`config.mk`:
```
export PLATFORM = sky130hd
export DESIGN_NAME = dma_mem_arbiter
export DESIGN_NICKNAME = d
export VERILOG_FILES = /design/src/rtl/dma_arb_pkg.sv /design/src/rtl/dma_job_seq.sv /design/src/rtl/dma_share_arb.sv /design/src/rtl/dma_mem_mux.sv /design/src/rtl/dma_mem_arbiter.sv
export SDC_FILE = /design/constraint.sdc
export NUM_CORES = 1
export LEC_CHECK = 0
export BUFFER_PORTS_ARGS = -buffer_cell sky130_fd_sc_hd__buf_2
export CAP_MARGIN = 20
export CORE_MARGIN = 2
export CORE_UTILIZATION = 35
export DETAILED_ROUTE_END_ITERATION = 12
export GPL_TIMING_DRIVEN = 1
export PLACE_DENSITY = 0.71
export SLEW_MARGIN = 20
export SYNTH_ARGS = -nofsm -noshare
export SYNTH_HDL_FRONTEND = slang
export SYNTH_HIERARCHICAL = 1
export SYNTH_SLANG_ARGS = --single-unit
```
`constraint.sdc`:
```
create_clock -name clk -period 2.5 [get_ports clk]
set_input_delay 0.25 -clock clk [delete_from_list [all_inputs] [get_ports clk]]
set_output_delay 0.25 -clock clk [all_outputs]
set_load 0.01 [all_outputs]
```
`src/rtl/dma_arb_pkg.sv`:
```
`timescale 1ns/1ps
package dma_arb_pkg;
    typedef enum logic [1:0] {
        POL_HALT  = 2'd0,
        POL_STEAL = 2'd1,
        POL_SLOT  = 2'd2,
        POL_RSVD  = 2'd3
    } policy_e;

    typedef enum logic [1:0] {
        PH_IDLE  = 2'd0,
        PH_SETUP = 2'd1,
        PH_XFER  = 2'd2,
        PH_DONE  = 2'd3
    } phase_e;
endpackage

```
`src/rtl/dma_job_seq.sv`:
```
`timescale 1ns/1ps
module dma_job_seq
    import dma_arb_pkg::*;
#(
    parameter int AW = 8,
    parameter int CW = 8
) (
    input  logic          clk,
    input  logic          rst_n,
    input  logic          job_start,
    input  logic [AW-1:0] job_addr,
    input  logic [CW-1:0] job_count,
    input  logic          job_dir,
    input  logic          dma_gnt,
    input  logic          irq_clr,
    output phase_e        phase,
    output logic [AW-1:0] cur_addr,
    output logic          cur_dir,
    output logic          done_irq
);
    localparam logic [CW-1:0] CNT_ONE  = CW'(1);
    localparam logic [AW-1:0] ADDR_ONE = AW'(1);

    phase_e        phase_q, phase_d;
    logic [AW-1:0] addr_q;
    logic [CW-1:0] cnt_q;
    logic          dir_q;
    logic          irq_q;

    // next-state logic
    always_comb begin
        phase_d = phase_q;
        unique case (phase_q)
            PH_IDLE:  if (job_start) phase_d = PH_SETUP;
            PH_SETUP: phase_d = (cnt_q == '0) ? PH_DONE : PH_XFER;
            PH_XFER:  if (dma_gnt && cnt_q == CNT_ONE) phase_d = PH_DONE;
            PH_DONE:  phase_d = PH_IDLE;
            default:  phase_d = PH_IDLE;
        endcase
    end

    // state register
    always_ff @(posedge clk or negedge rst_n) begin
        if (!rst_n) phase_q <= PH_IDLE;
        else        phase_q <= phase_d;
    end

    // job registers and flag
    always_ff @(posedge clk or negedge rst_n) begin
        if (!rst_n) begin
            addr_q <= '0;
            cnt_q  <= '0;
            dir_q  <= 1'b0;
            irq_q  <= 1'b0;
        end else begin
            if (phase_q == PH_IDLE && job_start) begin
                addr_q <= job_addr;
                cnt_q  <= job_count;
                dir_q  <= job_dir;
            end else if (phase_q == PH_XFER && dma_gnt) begin
                addr_q <= addr_q + ADDR_ONE;
                cnt_q  <= cnt_q - CNT_ONE;
            end
            if (phase_q == PH_DONE) irq_q <= 1'b1;
            else if (irq_clr)       irq_q <= 1'b0;
        end
    end

    assign phase    = phase_q;
    assign cur_addr = addr_q;
    assign cur_dir  = dir_q;
    assign done_irq = irq_q;

    assert_gnt_only_xfer_R4: assert property (@(posedge clk) disable iff (!rst_n)
        dma_gnt |-> phase_q == PH_XFER);
    assert_setup_single_R4: assert property (@(posedge clk) disable iff (!rst_n)
        phase_q == PH_SETUP |=> phase_q != PH_SETUP);
    assert_count_step_R5: assert property (@(posedge clk) disable iff (!rst_n)
        (phase_q == PH_XFER && dma_gnt) |=> cnt_q == $past(cnt_q) - CNT_ONE);
    assert_addr_step_R5: assert property (@(posedge clk) disable iff (!rst_n)
        (phase_q == PH_XFER && dma_gnt) |=> addr_q == $past(addr_q) + ADDR_ONE);
    assert_irq_set_R6: assert property (@(posedge clk) disable iff (!rst_n)
        phase_q == PH_DONE |=> irq_q);
    assert_irq_hold_R6: assert property (@(posedge clk) disable iff (!rst_n)
        (irq_q && !irq_clr) |=> irq_q);
endmodule

```
`src/rtl/dma_share_arb.sv`:
```
`timescale 1ns/1ps
module dma_share_arb
    import dma_arb_pkg::*;
(
    input  logic       clk,
    input  logic       rst_n,
    input  logic [1:0] mode_sel,
    input  phase_e     phase,
    input  logic       cpu_req,
    input  logic       dev_req,
    output logic       cpu_gnt,
    output logic       dma_gnt
);
    policy_e mode_q;
    logic    slot_q;   // 0 = CPU slot, 1 = DMA slot
    logic    in_xfer;

    always_ff @(posedge clk or negedge rst_n) begin
        if (!rst_n) begin
            mode_q <= POL_HALT;
            slot_q <= 1'b0;
        end else begin
            slot_q <= ~slot_q;
            if (phase == PH_IDLE) mode_q <= policy_e'(mode_sel);
        end
    end

    assign in_xfer = (phase == PH_XFER);

    always_comb begin
        cpu_gnt = 1'b0;
        dma_gnt = 1'b0;
        unique case (mode_q)
            POL_HALT: begin
                dma_gnt = in_xfer && dev_req;
                cpu_gnt = cpu_req && !in_xfer;
            end
            POL_SLOT: begin
                dma_gnt = in_xfer && dev_req && slot_q;
                cpu_gnt = cpu_req && !slot_q;
            end
            POL_STEAL, POL_RSVD: begin
                dma_gnt = in_xfer && dev_req;
                cpu_gnt = cpu_req && !(in_xfer && dev_req);
            end
            default: begin
                dma_gnt = 1'b0;
                cpu_gnt = 1'b0;
            end
        endcase
    end

    assert_one_owner_R2: assert property (@(posedge clk) disable iff (!rst_n)
        !(cpu_gnt && dma_gnt));
    assert_mode_frozen_R3: assert property (@(posedge clk) disable iff (!rst_n)
        phase != PH_IDLE |=> $stable(mode_q));
    assert_halt_blocks_R7: assert property (@(posedge clk) disable iff (!rst_n)
        (mode_q == POL_HALT && in_xfer) |-> !cpu_gnt);
    assert_steal_wins_R8: assert property (@(posedge clk) disable iff (!rst_n)
        (mode_q == POL_STEAL && in_xfer && dev_req) |-> (dma_gnt && !cpu_gnt));
    assert_slot_toggle_R9: assert property (@(posedge clk) disable iff (!rst_n)
        1'b1 |=> slot_q != $past(slot_q));
    assert_slot_cpu_gap_R9: assert property (@(posedge clk) disable iff (!rst_n)
        (mode_q == POL_SLOT && phase != PH_IDLE && cpu_gnt) |=> !cpu_gnt);
    assert_slot_dma_gap_R9: assert property (@(posedge clk) disable iff (!rst_n)
        (mode_q == POL_SLOT && dma_gnt) |=> !dma_gnt);
endmodule

```
`src/rtl/dma_mem_mux.sv`:
```
`timescale 1ns/1ps
module dma_mem_mux #(
    parameter int AW = 8,
    parameter int DW = 16
) (
    input  logic          cpu_gnt,
    input  logic          dma_gnt,
    input  logic          cpu_we,
    input  logic [AW-1:0] cpu_addr,
    input  logic [DW-1:0] cpu_wdata,
    input  logic [AW-1:0] dma_addr,
    input  logic          dma_dir,
    input  logic [DW-1:0] dev_wdata,
    input  logic [DW-1:0] mem_rdata,
    output logic          mem_en,
    output logic          mem_we,
    output logic [AW-1:0] mem_addr,
    output logic [DW-1:0] mem_wdata,
    output logic [DW-1:0] cpu_rdata,
    output logic [DW-1:0] dev_rdata
);
    always_comb begin
        mem_en = cpu_gnt | dma_gnt;
        if (dma_gnt) begin
            mem_we    = dma_dir;
            mem_addr  = dma_addr;
            mem_wdata = dev_wdata;
        end else begin
            mem_we    = cpu_gnt & cpu_we;
            mem_addr  = cpu_addr;
            mem_wdata = cpu_wdata;
        end
    end

    assign cpu_rdata = mem_rdata;
    assign dev_rdata = mem_rdata;
endmodule

```
`src/rtl/dma_mem_arbiter.sv`:
```
`timescale 1ns/1ps
module dma_mem_arbiter
    import dma_arb_pkg::*;
#(
    parameter int AW = 8,
    parameter int DW = 16,
    parameter int CW = 8
) (
    input  logic          clk,
    input  logic          rst_n,
    input  logic [1:0]    mode_sel,
    input  logic          cpu_req,
    input  logic          cpu_we,
    input  logic [AW-1:0] cpu_addr,
    input  logic [DW-1:0] cpu_wdata,
    output logic          cpu_gnt,
    output logic [DW-1:0] cpu_rdata,
    input  logic          job_start,
    input  logic [AW-1:0] job_addr,
    input  logic [CW-1:0] job_count,
    input  logic          job_dir,
    input  logic          dev_req,
    input  logic [DW-1:0] dev_wdata,
    output logic          dev_gnt,
    output logic [DW-1:0] dev_rdata,
    output logic          done_irq,
    input  logic          irq_clr,
    output logic          mem_en,
    output logic          mem_we,
    output logic [AW-1:0] mem_addr,
    output logic [DW-1:0] mem_wdata,
    input  logic [DW-1:0] mem_rdata
);
    phase_e        phase;
    logic [AW-1:0] cur_addr;
    logic          cur_dir;
    logic          dma_gnt;

    dma_job_seq #(.AW(AW), .CW(CW)) u_seq (
        .clk(clk), .rst_n(rst_n),
        .job_start(job_start), .job_addr(job_addr),
        .job_count(job_count), .job_dir(job_dir),
        .dma_gnt(dma_gnt), .irq_clr(irq_clr),
        .phase(phase), .cur_addr(cur_addr),
        .cur_dir(cur_dir), .done_irq(done_irq)
    );

    dma_share_arb u_arb (
        .clk(clk), .rst_n(rst_n), .mode_sel(mode_sel),
        .phase(phase), .cpu_req(cpu_req), .dev_req(dev_req),
        .cpu_gnt(cpu_gnt), .dma_gnt(dma_gnt)
    );

    dma_mem_mux #(.AW(AW), .DW(DW)) u_mux (
        .cpu_gnt(cpu_gnt), .dma_gnt(dma_gnt),
        .cpu_we(cpu_we), .cpu_addr(cpu_addr), .cpu_wdata(cpu_wdata),
        .dma_addr(cur_addr), .dma_dir(cur_dir), .dev_wdata(dev_wdata),
        .mem_rdata(mem_rdata),
        .mem_en(mem_en), .mem_we(mem_we), .mem_addr(mem_addr),
        .mem_wdata(mem_wdata), .cpu_rdata(cpu_rdata), .dev_rdata(dev_rdata)
    );

    assign dev_gnt = dma_gnt;

    assert_port_enable_R2: assert property (@(posedge clk) disable iff (!rst_n)
        mem_en == (cpu_gnt || dev_gnt));
    assert_no_cpu_write_when_dma_R10: assert property (@(posedge clk) disable iff (!rst_n)
        (dev_gnt && mem_we) |-> mem_wdata == dev_wdata);
endmodule

```
### After elaboration in Yosys (flattened, before gate mapping)

Index checks and enable logic that the tools add are counted.

| storage, ports and cells | value |
|---|---|
| word-level logic and storage cells | 55 |
| bits of input ports | 82 |
| output and inout bits | 61 |
| register bits | 23 |

| operators by class | value |
|---|---|
| bitwise logic cells | 3 |
| $add $sub $neg | 2 |
| muxes and demuxes | 15 |
| reduce and logical (&&, ||, !) cells | 19 |
| equal/unequal tests | 9 |

Operator list:

| cell | number |
|---|---|
| 8-bit two-way mux | 5 |
| 16-bit two-way mux | 1 |
| 8-bit by 1-bit adder with 8-bit output (second input constant) | 1 |
| 2-bit equality test (second input constant) | 4 |
| 8-bit by 1-bit equality test with 1-bit output (second input constant) | 1 |
| 1-bit logical AND | 8 |
| 8-bit zero test | 1 |
| 2-bit case mux with 4 select lines | 1 |
| 8-bit by 1-bit subtractor with 8-bit output (second input constant) | 1 |
| 2-bit by 1-bit equality test with 1-bit output (second input constant) | 2 |
| 2-bit zero test | 2 |
| 1-bit two-way mux | 4 |
| 2-bit two-way mux | 2 |
| 2-bit != test (second input constant) | 2 |
| 2-bit nonzero test | 2 |
| 1-bit zero test | 3 |
| 1-bit case mux with 3 select lines | 1 |
| 3-bit OR reduction | 1 |
| 1-bit case mux with 2 select lines | 1 |
| 2-bit AND reduction | 1 |
| 2-bit OR reduction | 1 |
| 1-bit AND | 1 |
| 1-bit NOT | 1 |
| 1-bit bitwise OR | 1 |

### Longest topological paths before layout

Gate-level depths: netlist of run 1.

| depth | value |
|---|---|
| depth after elaboration | 7 |
| gate-level depth with buffers | 7 |
| depth with buffers taken out | 6 |

### Cells and area by module

Netlist of run 1, hierarchy kept.

By module, submodules not included:

| module | area each (µm²) | cells each | instances | seq. area each (µm²) |
|---|---|---|---|---|
| dma_job_seq | 1157.4 | 125 | 1 | 500.5 |
| dma_mem_mux | 639.4 | 63 | 1 | 0.0 |
| dma_share_arb | 152.6 | 16 | 1 | 75.1 |

### Worst setup path before layout of run 1

OpenSTA, ideal clock, no wires.

| timing | value |
|---|---|
| path type | register to register |
| from | register u_seq.phase_q[0], in the netlist u_seq/phase[0] |
| to | register u_seq.addr_q[6], in the netlist u_seq/cur_addr[6] |
| setup time | 77 ps |
| path buffers | 1 |
| cell stages (with the launch flop) | 8 |
| setup slack | 489 ps |
| data required time | 2423 ps |
| arrival time | 1934 ps |
| clock period less this slack | 2011 ps |
| cell sequence | dfrtp_1 > nand3b_1 > a31oi_1 > and2_1 > clkbuf_1 > nand4_1 > xor2_1 > a21oi_1 |

| on the way | value |
|---|---|
| word-level cells in the longest chain between the ends | 6 |
| elaborated cells between the ends (all ways) | 9 |
| those cells by class | eq/ne (1); mux (2); reduce/logical (6) |

RTL lines:

| element | line | text |
|---|---|---|
| from (decl) | dma_job_seq.sv:24 | `phase_e phase_q, phase_d;` |
| from (signal assigned) | dma_job_seq.sv:45 | `else phase_q <= phase_d;` |
| 2-bit equality test * | dma_share_arb.sv:28 | `assign in_xfer = (phase == PH_XFER);` |
| 1-bit logical AND * | dma_share_arb.sv:35, dma_share_arb.sv:39, dma_share_arb.sv:43 |  |
| 1-bit logical AND | dma_share_arb.sv:39 | `dma_gnt = in_xfer && dev_req && slot_q;` |
| 1-bit case mux with 2 select lines * | dma_share_arb.sv:33 | `unique case (mode_q)` |
| net dev_gnt | dma_mem_arbiter.sv:24 | `output logic dev_gnt,` |
| 1-bit logical AND * | dma_job_seq.sv:60 | `end else if (phase_q == PH_XFER && dma_gnt) begin` |
| 2-bit nonzero test (no line) * | -- |  |
| to (signal assigned) | dma_job_seq.sv:57 | `addr_q <= job_addr;` |
| to (signal assigned) | dma_job_seq.sv:61 | `addr_q <= addr_q + ADDR_ONE;` |
| to (decl) | dma_job_seq.sv:25 | `logic [AW-1:0] addr_q;` |

The timed path passes the listed nets; every way through them passes the cells marked *.
A chain may end at the register's enable or synchronous reset.

### Final worst setup path of run 1

| timing | value |
|---|---|
| from | register u_seq.phase_q[0], in the netlist u_seq/phase[0] |
| to | output mem_wdata[3] |

| on the way | value |
|---|---|
| word-level cells in the longest chain between the ends | 5 |

RTL lines:

| element | line | text |
|---|---|---|
| 2-bit equality test * | dma_share_arb.sv:28 |  |
| 1-bit logical AND * | dma_share_arb.sv:35, dma_share_arb.sv:39, dma_share_arb.sv:43 |  |
| 1-bit logical AND | dma_share_arb.sv:39 |  |
| 1-bit case mux with 2 select lines * | dma_share_arb.sv:33 |  |
| 16-bit two-way mux * | dma_mem_mux.sv:24 | `if (dma_gnt) begin` |
| to (decl) | dma_mem_arbiter.sv:31 | `output logic [DW-1:0] mem_wdata,` |

Every way passes the cells marked *; elsewhere a longest branch is shown, timed or not.

==> results of run 1 <==
-- state kept, by name, indices dropped and copies added (netlist names) --
register,count
u_arb/mode_q,2
u_arb/slot_q,1
u_seq/cnt_q,8
u_seq/cur_addr,8
u_seq/cur_dir,1
u_seq/done_irq,1
u_seq/phase,2
-- final cells by class --
type	instances	area [um^2]	area share [%]
Tap cell	72	90.09	3.905
Inverter	7	26.28	1.139
Clock inverter	1	5.005	0.2169
Timing Repair Buffer	97	508.0	22.02
Sequential cell	23	575.6	24.95
Clock buffer	3	41.29	1.790
Multi-Input combinational cell	135	1061	45.99
-- worst paths after layout --
check,endpoint,cells after the start
min in group asynchronous,u_seq/phase[1],2
worst min-delay path,u_arb/mode_q[0],3
worst max register to register,u_seq/cur_addr[7],6
worst min register to register,u_arb/slot_q,1
worst max-delay path,mem_wdata[3],5
max in group asynchronous,u_seq/cur_addr[7],2
-- worst min-delay path, stage by stage --
cell     delay (ns)
buf_2          0.08
nand2_1        0.04
o21ai_0        0.06
-- kinds of logic after synthesis --
family / share of synthesized area [%]
AND/OR/NAND/NOR: 14.70
XOR/XNOR: 5.841
AO/OA/AOI/OAI: 8.281
buffers and inverters: 16.82
multiplexers: 19.06
flip-flops: 29.52
adder cells (fa/ha/maj): 5.777
-- cells in the final DEF (no fill, tap or decap), drive strengths merged, types with 4 or more instances in the layout --
master  count
a21oi      14
buf        96
dfrtp      23
ha          9
inv         7
mux2       27
nand2      19
nand3       4
nor2       20
o21ai       5
xnor2       5
xor2        8
-- layer usage --
metal	GRT usage, %	part of all wire [%]	vias up
li1	-	-	785
met1	17.18	39	750
met2	27.44	52	69
met3	2.299	6.4	12
met4	5.614	2.0	0
met5	0	0	-
-- Yosys cell counts --
library cell	n	area (um^2)
inv_1	7	26.28
nand4b_1	1	8.760
o21ai_0	5	25.02
nand3_1	4	20.02
nand3b_1	2	15.01
o41ai_2	1	16.27
o211ai_1	1	7.510
nor3_1	1	5.000
or2_2	1	6.260
dfrtp_1	23	575.6
buf_6	1	11.26
nor2_2	1	6.260
and2_1	1	6.260
buf_8	1	15.01
and4bb_2	1	12.51
or4_4	1	11.26
a21boi_1	1	7.510
nor3b_1	1	7.510
nand2_1	19	71.32
or4_1	1	7.510
a31o_1	1	8.760
clkbuf_1	4	15.01
a31oi_1	3	18.77
nor4_1	1	6.260
buf_12	1	20.02
nand4_1	3	18.77
a21oi_1	14	70.07
mux2_4	18	270.3
ha_1	9	112.6
nor2_1	19	71.32
nand2b_1	1	6.260
buf_4	32	240.2
mux2_2	9	101.4
xor2_1	8	70.07
a21o_1	1	7.510
xnor2_1	5	43.79
and3_1	1	6.260
-- per-stage QoR --
| stage | area [um^2] | hold WS (ns) | worst slack, ns | utilization (%) |
|---|---|---|---|---|
| final | 2307 | 0.2004 | 0.2698 | 42.42 |
| after detailed placement | 2251 | 0.2636 | 0.5558 | 41.38 |
| after floorplan | 1949 | -0.04559 | 0.4890 | - |
| after CTS | 2307 | 0.1952 | 0.2706 | 42.42 |
| after global placement | 2251 | 0.2589 | 0.6118 | 41.38 |
| after global routing | 2307 | 0.2083 | 0.1727 | 42.42 |
-- power by group --
| part | total [W] | internal (W) | switching [W] |
|---|---|---|---|
| combinational | 0.00107 | 0.000550 | 0.000521 |
| sequential | 0.000751 | 0.000552 | 0.000199 |
| clock | 0.000233 | 0.000111 | 0.000121 |
==> results.sh, run 1 <==
export IMPL_status="finished clean"
export IMPL_syn2layout_area_growth_pct=18.36
export IMPL_cts_buffers=3
export IMPL_end_kind="primary output"
export IMPL_antenna_found_initial=0
export IMPL_drive_above_1_share_pct=50.00
export IMPL_fin_nets=358
export IMPL_rsz0062_at_grt="no"
export IMPL_setup_violations_final=0
export IMPL_synth_area_mm2=0.001949
export IMPL_crit_fanout=28
export IMPL_start_util_pct=35.84
export IMPL_cp_top_family="flip-flops"
export IMPL_num_rows=27
export IMPL_finClkSkew_ns=0.001279
export IMPL_wl_per_cell_um=14.44
export IMPL_ys_seq_area_share_pct=29.53
export IMPL_slowest_stage="dfrtp_1"
export IMPL_layout_cells_non_filler=338
export IMPL_die_h_um=78.63
export IMPL_slew_viol_final=0
export IMPL_ys_ff_latch=23
export IMPL_overflow=0
export IMPL_power_total_w=0.002054
export IMPL_worst_pin_slew_ns=0.6375
export IMPL_fp_dieArea_mm2=0.006183
export IMPL_hold_class="in -> reg"
export IMPL_via_per_inst=4.781
export IMPL_min_period_ns=2.230
export IMPL_max_slew_margin_pct=57.40
export IMPL_dr_pass1_iters=4
export IMPL_slowest_delay_ns=0.45
export IMPL_drc_errors=0
export IMPL_syn_inst=204
export IMPL_dp_cells=333
export IMPL_worstSetupStartpoint="u_seq/phase[0]"
export IMPL_port_buffer_count=94
export IMPL_powerDensity_mw_per_mm2=890.4
export IMPL_grt_pass1_wl_um=7210
export IMPL_worstHoldStart="mode_sel[0]"
export IMPL_core_area_mm2=0.005439
export IMPL_clockBufferDepth=2
export IMPL_grt_start_max_net_pins=29
export IMPL_max_freq_mhz=448.4
export IMPL_r2r_slack_ns=0.59
export IMPL_hold_buffers=1
export IMPL_syn_num_nets=295
export IMPL_r2r_start="u_seq/phase[0]"
export IMPL_cts_clk_slew_worst_paths_ns=0.08
export IMPL_avgSynthCellArea_um2=9.556
export IMPL_die_w_um=78.63
export IMPL_p_leak_nw=1.126
export IMPL_routed_wirelength_um=4882
export IMPL_max_cap_violations=0
export IMPL_postCtsSetupBuffers=0
export IMPL_peakVddDrop_v=0.0003261
export IMPL_yosysUniqueCellTypes=37
export IMPL_min_period_over_period_pct=89.21
export IMPL_worst_ep_required_time_ns=2.25
export IMPL_htree_levels=1
export IMPL_worstSetupPathType="reg -> out"
export IMPL_cts_sinks=23
export IMPL_root_buffer="clkbuf_8"
export IMPL_dp_hpwl_um=3962
export IMPL_grt_total_usage_pct=14.89
export IMPL_clock_latency_ns=0.26
export IMPL_ios=143
export IMPL_antenna_cells=0
export IMPL_critical_path_cell_chain="nand3b_1 -> a31oi_4 -> buf_12 -> mux2_2 -> buf_2"
export IMPL_cts_resized=0
export IMPL_path_buf_inv=2
export IMPL_num_vias=1616
export IMPL_hold_viol=0
export IMPL_fin_setup_tns_ns=0
export IMPL_ys_warn_count=6
export IMPL_drtAntennaViolNets=0
export IMPL_fillers=560
export IMPL_cp_data_arrival_time_ns=1.98
export IMPL_drt_iter0_markers=26
export IMPL_place_gp_congestion=0.7668
export IMPL_grt_pass1_vias=1482
export IMPL_cts_tree="yes"
export IMPL_start_kind="register"
Note: power is estimated with default switching activity, not from simulation.
==> run 2, diff against run 1 <==
--- a/config.mk
+++ b/config.mk
@@ -17,3 +17,2 @@
 export SYNTH_HDL_FRONTEND = slang
-export SYNTH_HIERARCHICAL = 1
 export SYNTH_SLANG_ARGS = --single-unit
--- a/constraint.sdc
+++ b/constraint.sdc
@@ -3,2 +3,2 @@
 set_output_delay 0.25 -clock clk [all_outputs]
-set_load 0.01 [all_outputs]
+set_load 0.1 [all_outputs]
==> run 2 against run 1 <==
Net effect: area after synthesis is 1.0% higher; non-clock buffer count is 9 higher; global-route usage is 0.16 points lower; die area rose by 0.97%; sequential share of layout area shrank 3.4 points; worst hold slack got worse by 0.016 ns; critical path depth is 2 higher; flip-flop and latch count unchanged; register-to-register slack got worse by 0.18 ns; setup slack got worse by 0.21 ns; clock-buffer cell count unchanged; final cell count rose by 4.4%.
==> results.sh, run 2 <==
export IMPL_ys_ff_latch=23
export IMPL_rr_worst_depth=8
export IMPL_cts_clk_slew_worst_paths_ns=0.09
export IMPL_syn_num_nets=302
export IMPL_ys_warn_count=0
export IMPL_status="finished clean"
export IMPL_hold_viol=0
export IMPL_grt_pass1_vias=1694
export IMPL_num_rows=27
export IMPL_layout_common_cells="buf_2 (67), mux2_2 (28), buf_6 (22), dfrtp_1 (22), nand2_1 (18)"
export IMPL_antenna_found_initial=0
export IMPL_drt_iter0_markers=74
export IMPL_cts_tree="yes"
export IMPL_routed_wirelength_um=5006
export IMPL_dr_pass1_iters=4
export IMPL_root_buffer="clkbuf_8"
export IMPL_fin_nets=374
export IMPL_worstHoldStart="job_count[4]"
export IMPL_min_period_ns=2.444
export IMPL_worst_ep_required_time_ns=2.25
export IMPL_grt_start_max_net_pins=24
export IMPL_grt_pass1_wl_um=7493
export IMPL_max_slew_margin_pct=63.53
export IMPL_yosysUniqueCellTypes=38
export IMPL_async_flop_share_pct=100.0
export IMPL_drive_above_1_share_pct=51.96
export IMPL_critPathMostFrequentCell="mux2_2"
export IMPL_clockBufferDepth=2
export IMPL_crit_fanout=7
export IMPL_min_to="u_seq.cnt_q[4]"
export IMPL_ios=143
export IMPL_worst_pin_slew_ns=0.5471
export IMPL_cts_sinks=23
export IMPL_syn2layout_area_growth_pct=35.64
export IMPL_wl_per_cell_um=14.18
export IMPL_p_leak_nw=1.249
export IMPL_wl_met2_um=2564
export IMPL_die_h_um=79.01
export IMPL_core_area_mm2=0.005473
export IMPL_r2r_start="u_seq.phase[0]"
export IMPL_grt_total_usage_pct=14.73
export IMPL_antenna_cells=0
export IMPL_fin_setup_tns_ns=0
export IMPL_slowest_delay_ns=0.45
export IMPL_syn_inst=210
export IMPL_cp_data_arrival_time_ns=2.19
export IMPL_yosys_most_used_dff="dfrtp_1"
export IMPL_clock_latency_ns=0.27
export IMPL_avgSynthCellArea_um2=9.378
export IMPL_synth_most_common_cell="buf_4"
export IMPL_slew_viol_final=0
export IMPL_rr_endpoint="u_seq.cur_addr[7]"
export IMPL_holdPathStages=3
export IMPL_synth_area_mm2=0.001969
export IMPL_layout_commonest_cell="buf_2"
export IMPL_end_kind="primary output"
export IMPL_dp_hpwl_um=3739
export IMPL_port_buffer_count=94
export IMPL_top_layer_used="met4"
export IMPL_place_gp_congestion=0.7900
export IMPL_yosysTopAreaCellShare_pct=29.22
export IMPL_slowest_stage="dfrtp_2"
export IMPL_cp_top_family="multiplexers"
export IMPL_synth_edf_count=0
export IMPL_peakVddDrop_v=0.0005450
export IMPL_drtAntennaViolNets=0
export IMPL_cts_buffers=3
export IMPL_htree_levels=1
export IMPL_drc_errors=0
export IMPL_overflow=0
export IMPL_die_w_um=79.01
export IMPL_setup_violations_final=0
export IMPL_route_met3_wl_um=369
export IMPL_hold_class="in -> reg"
export IMPL_start_kind="register"
export IMPL_powerDensity_mw_per_mm2=1355
export IMPL_wirelength_met1_um=2043
export IMPL_via_per_inst=4.833
export IMPL_finClkSkew_ns=0.002397
export IMPL_min_period_over_period_pct=97.76
export IMPL_ys_seq_area_share_pct=29.22
export IMPL_path_buf_inv=2
export IMPL_fin_util_pct=48.81
export IMPL_r2r_slack_ns=0.41
export IMPL_max_freq_mhz=409.2
export IMPL_yosys_top_cells_count="buf_4 (33), mux2_2 (24), dfrtp_1 (23)"
export IMPL_worstSetupPathType="reg -> out"
export IMPL_synth_area_leaders="dfrtp_1 (29%), mux2_2 (14%), buf_4 (13%)"
export IMPL_synth_top_area_cell="dfrtp_1"
export IMPL_num_vias=1706
export IMPL_fp_dieArea_mm2=0.006243
export IMPL_start_util_pct=35.99
export IMPL_critical_path_cell_chain="ha_2 -> and2_1 -> mux2_2 -> nand2_4 -> clkbuf_16 -> mux2_2 -> buf_6"
export IMPL_max_cap_violations=0
-- run 2: report_power, final --
group,switching [W],internal (W),leakage (nW)
Combinational,0.00169,0.000948,0.955
Clock,0.000127,0.000111,0.0255
Sequential,0.000192,0.000555,0.268
-- run 2: what timing repair did --
| action | 4_1_cts | 5_1_grt |
|---|---|---|
| endpoints found under the hold margin | 23 | 0 |
| cloned | 0 | 2 |
| pin swaps | 0 | 1 |
| hold buffers | 1 | 0 |
| resized for setup | 50 | 11 |
| setup endpoints to repair | 25 | 25 |
| setup buffers | 1 | 3 |
-- run 2: how the worst max path moves through the flow --
| stage | start | endpoint | cells after the start |
|---|---|---|---|
| final | u_seq.phase[1] | mem_wdata[3] | 7 |
| after global routing | u_seq.phase[1] | mem_wdata[9] | 7 |
| after CTS | u_seq.phase[0] | mem_wdata[13] | 8 |
| after detailed placement | u_seq.phase[0] | mem_wdata[13] | 8 |
| after global placement | u_seq.phase[0] | mem_wdata[8] | 8 |
| after floorplan | u_seq.phase[0] | mem_we | 8 |
-- run 2: worst min-delay path, delay by kind of cell --
family / cells / cell delay (ns)
AND/OR/NAND/NOR: 1 / 0.03
AO/OA/AOI/OAI: 1 / 0.06
buffers and inverters: 1 / 0.08
-- run 2: cell type report --
class / instances / area [um^2]
clock buffers: 3 / 41.29
clock inverters: 1 / 5.005
fillers: 527 / 2801
inverters: 11 / 41.29
multi-input cells: 137 / 1086
flip-flops and latches: 23 / 576.8
well taps: 72 / 90.09
repair buffers: 106 / 830.8
-- run 2: logic make-up (layout without fill, tap and decap cells) --
| kind of cell | after synthesis | in the layout | synth area share [%] |
|---|---|---|---|
| buf+inv | 50 | 121 | 16.65 |
| mux | 32 | 32 | 18.11 |
| compound gates | 39 | 39 | 13.72 |
| xor+xnor | 8 | 8 | 3.558 |
| flops | 23 | 23 | 29.22 |
| fa+ha+maj | 10 | 10 | 6.353 |
| simple gates | 48 | 48 | 12.39 |
-- run 2: metal layers --
metal | GRT usage [%] | vias up
li1 | - | 848
met1 | 17.09 | 776
met2 | 27.80 | 77
met3 | 3.182 | 5
met4 | 2.759 | 0
met5 | 0 | -
-- run 2: metrics by stage --
| step | hold slack [ns] | total power, W | instances | setup WS (ns) | cell area, um^2 |
|---|---|---|---|---|---|
| CTS | 0.1841 | 0.003486 | 348 | -0.01013 | 2560 |
| global placement | 0.2588 | 0.003011 | 342 | 0.1583 | 2338 |
| global route | 0.2015 | 0.003833 | 353 | -0.004630 | 2671 |
| detailed placement | 0.2709 | 0.003071 | 342 | 0.06195 | 2338 |
| floorplan | -0.04559 | 0.002830 | 210 | -0.06477 | 1982 |
| finish | 0.1842 | 0.003619 | 353 | 0.05611 | 2671 |
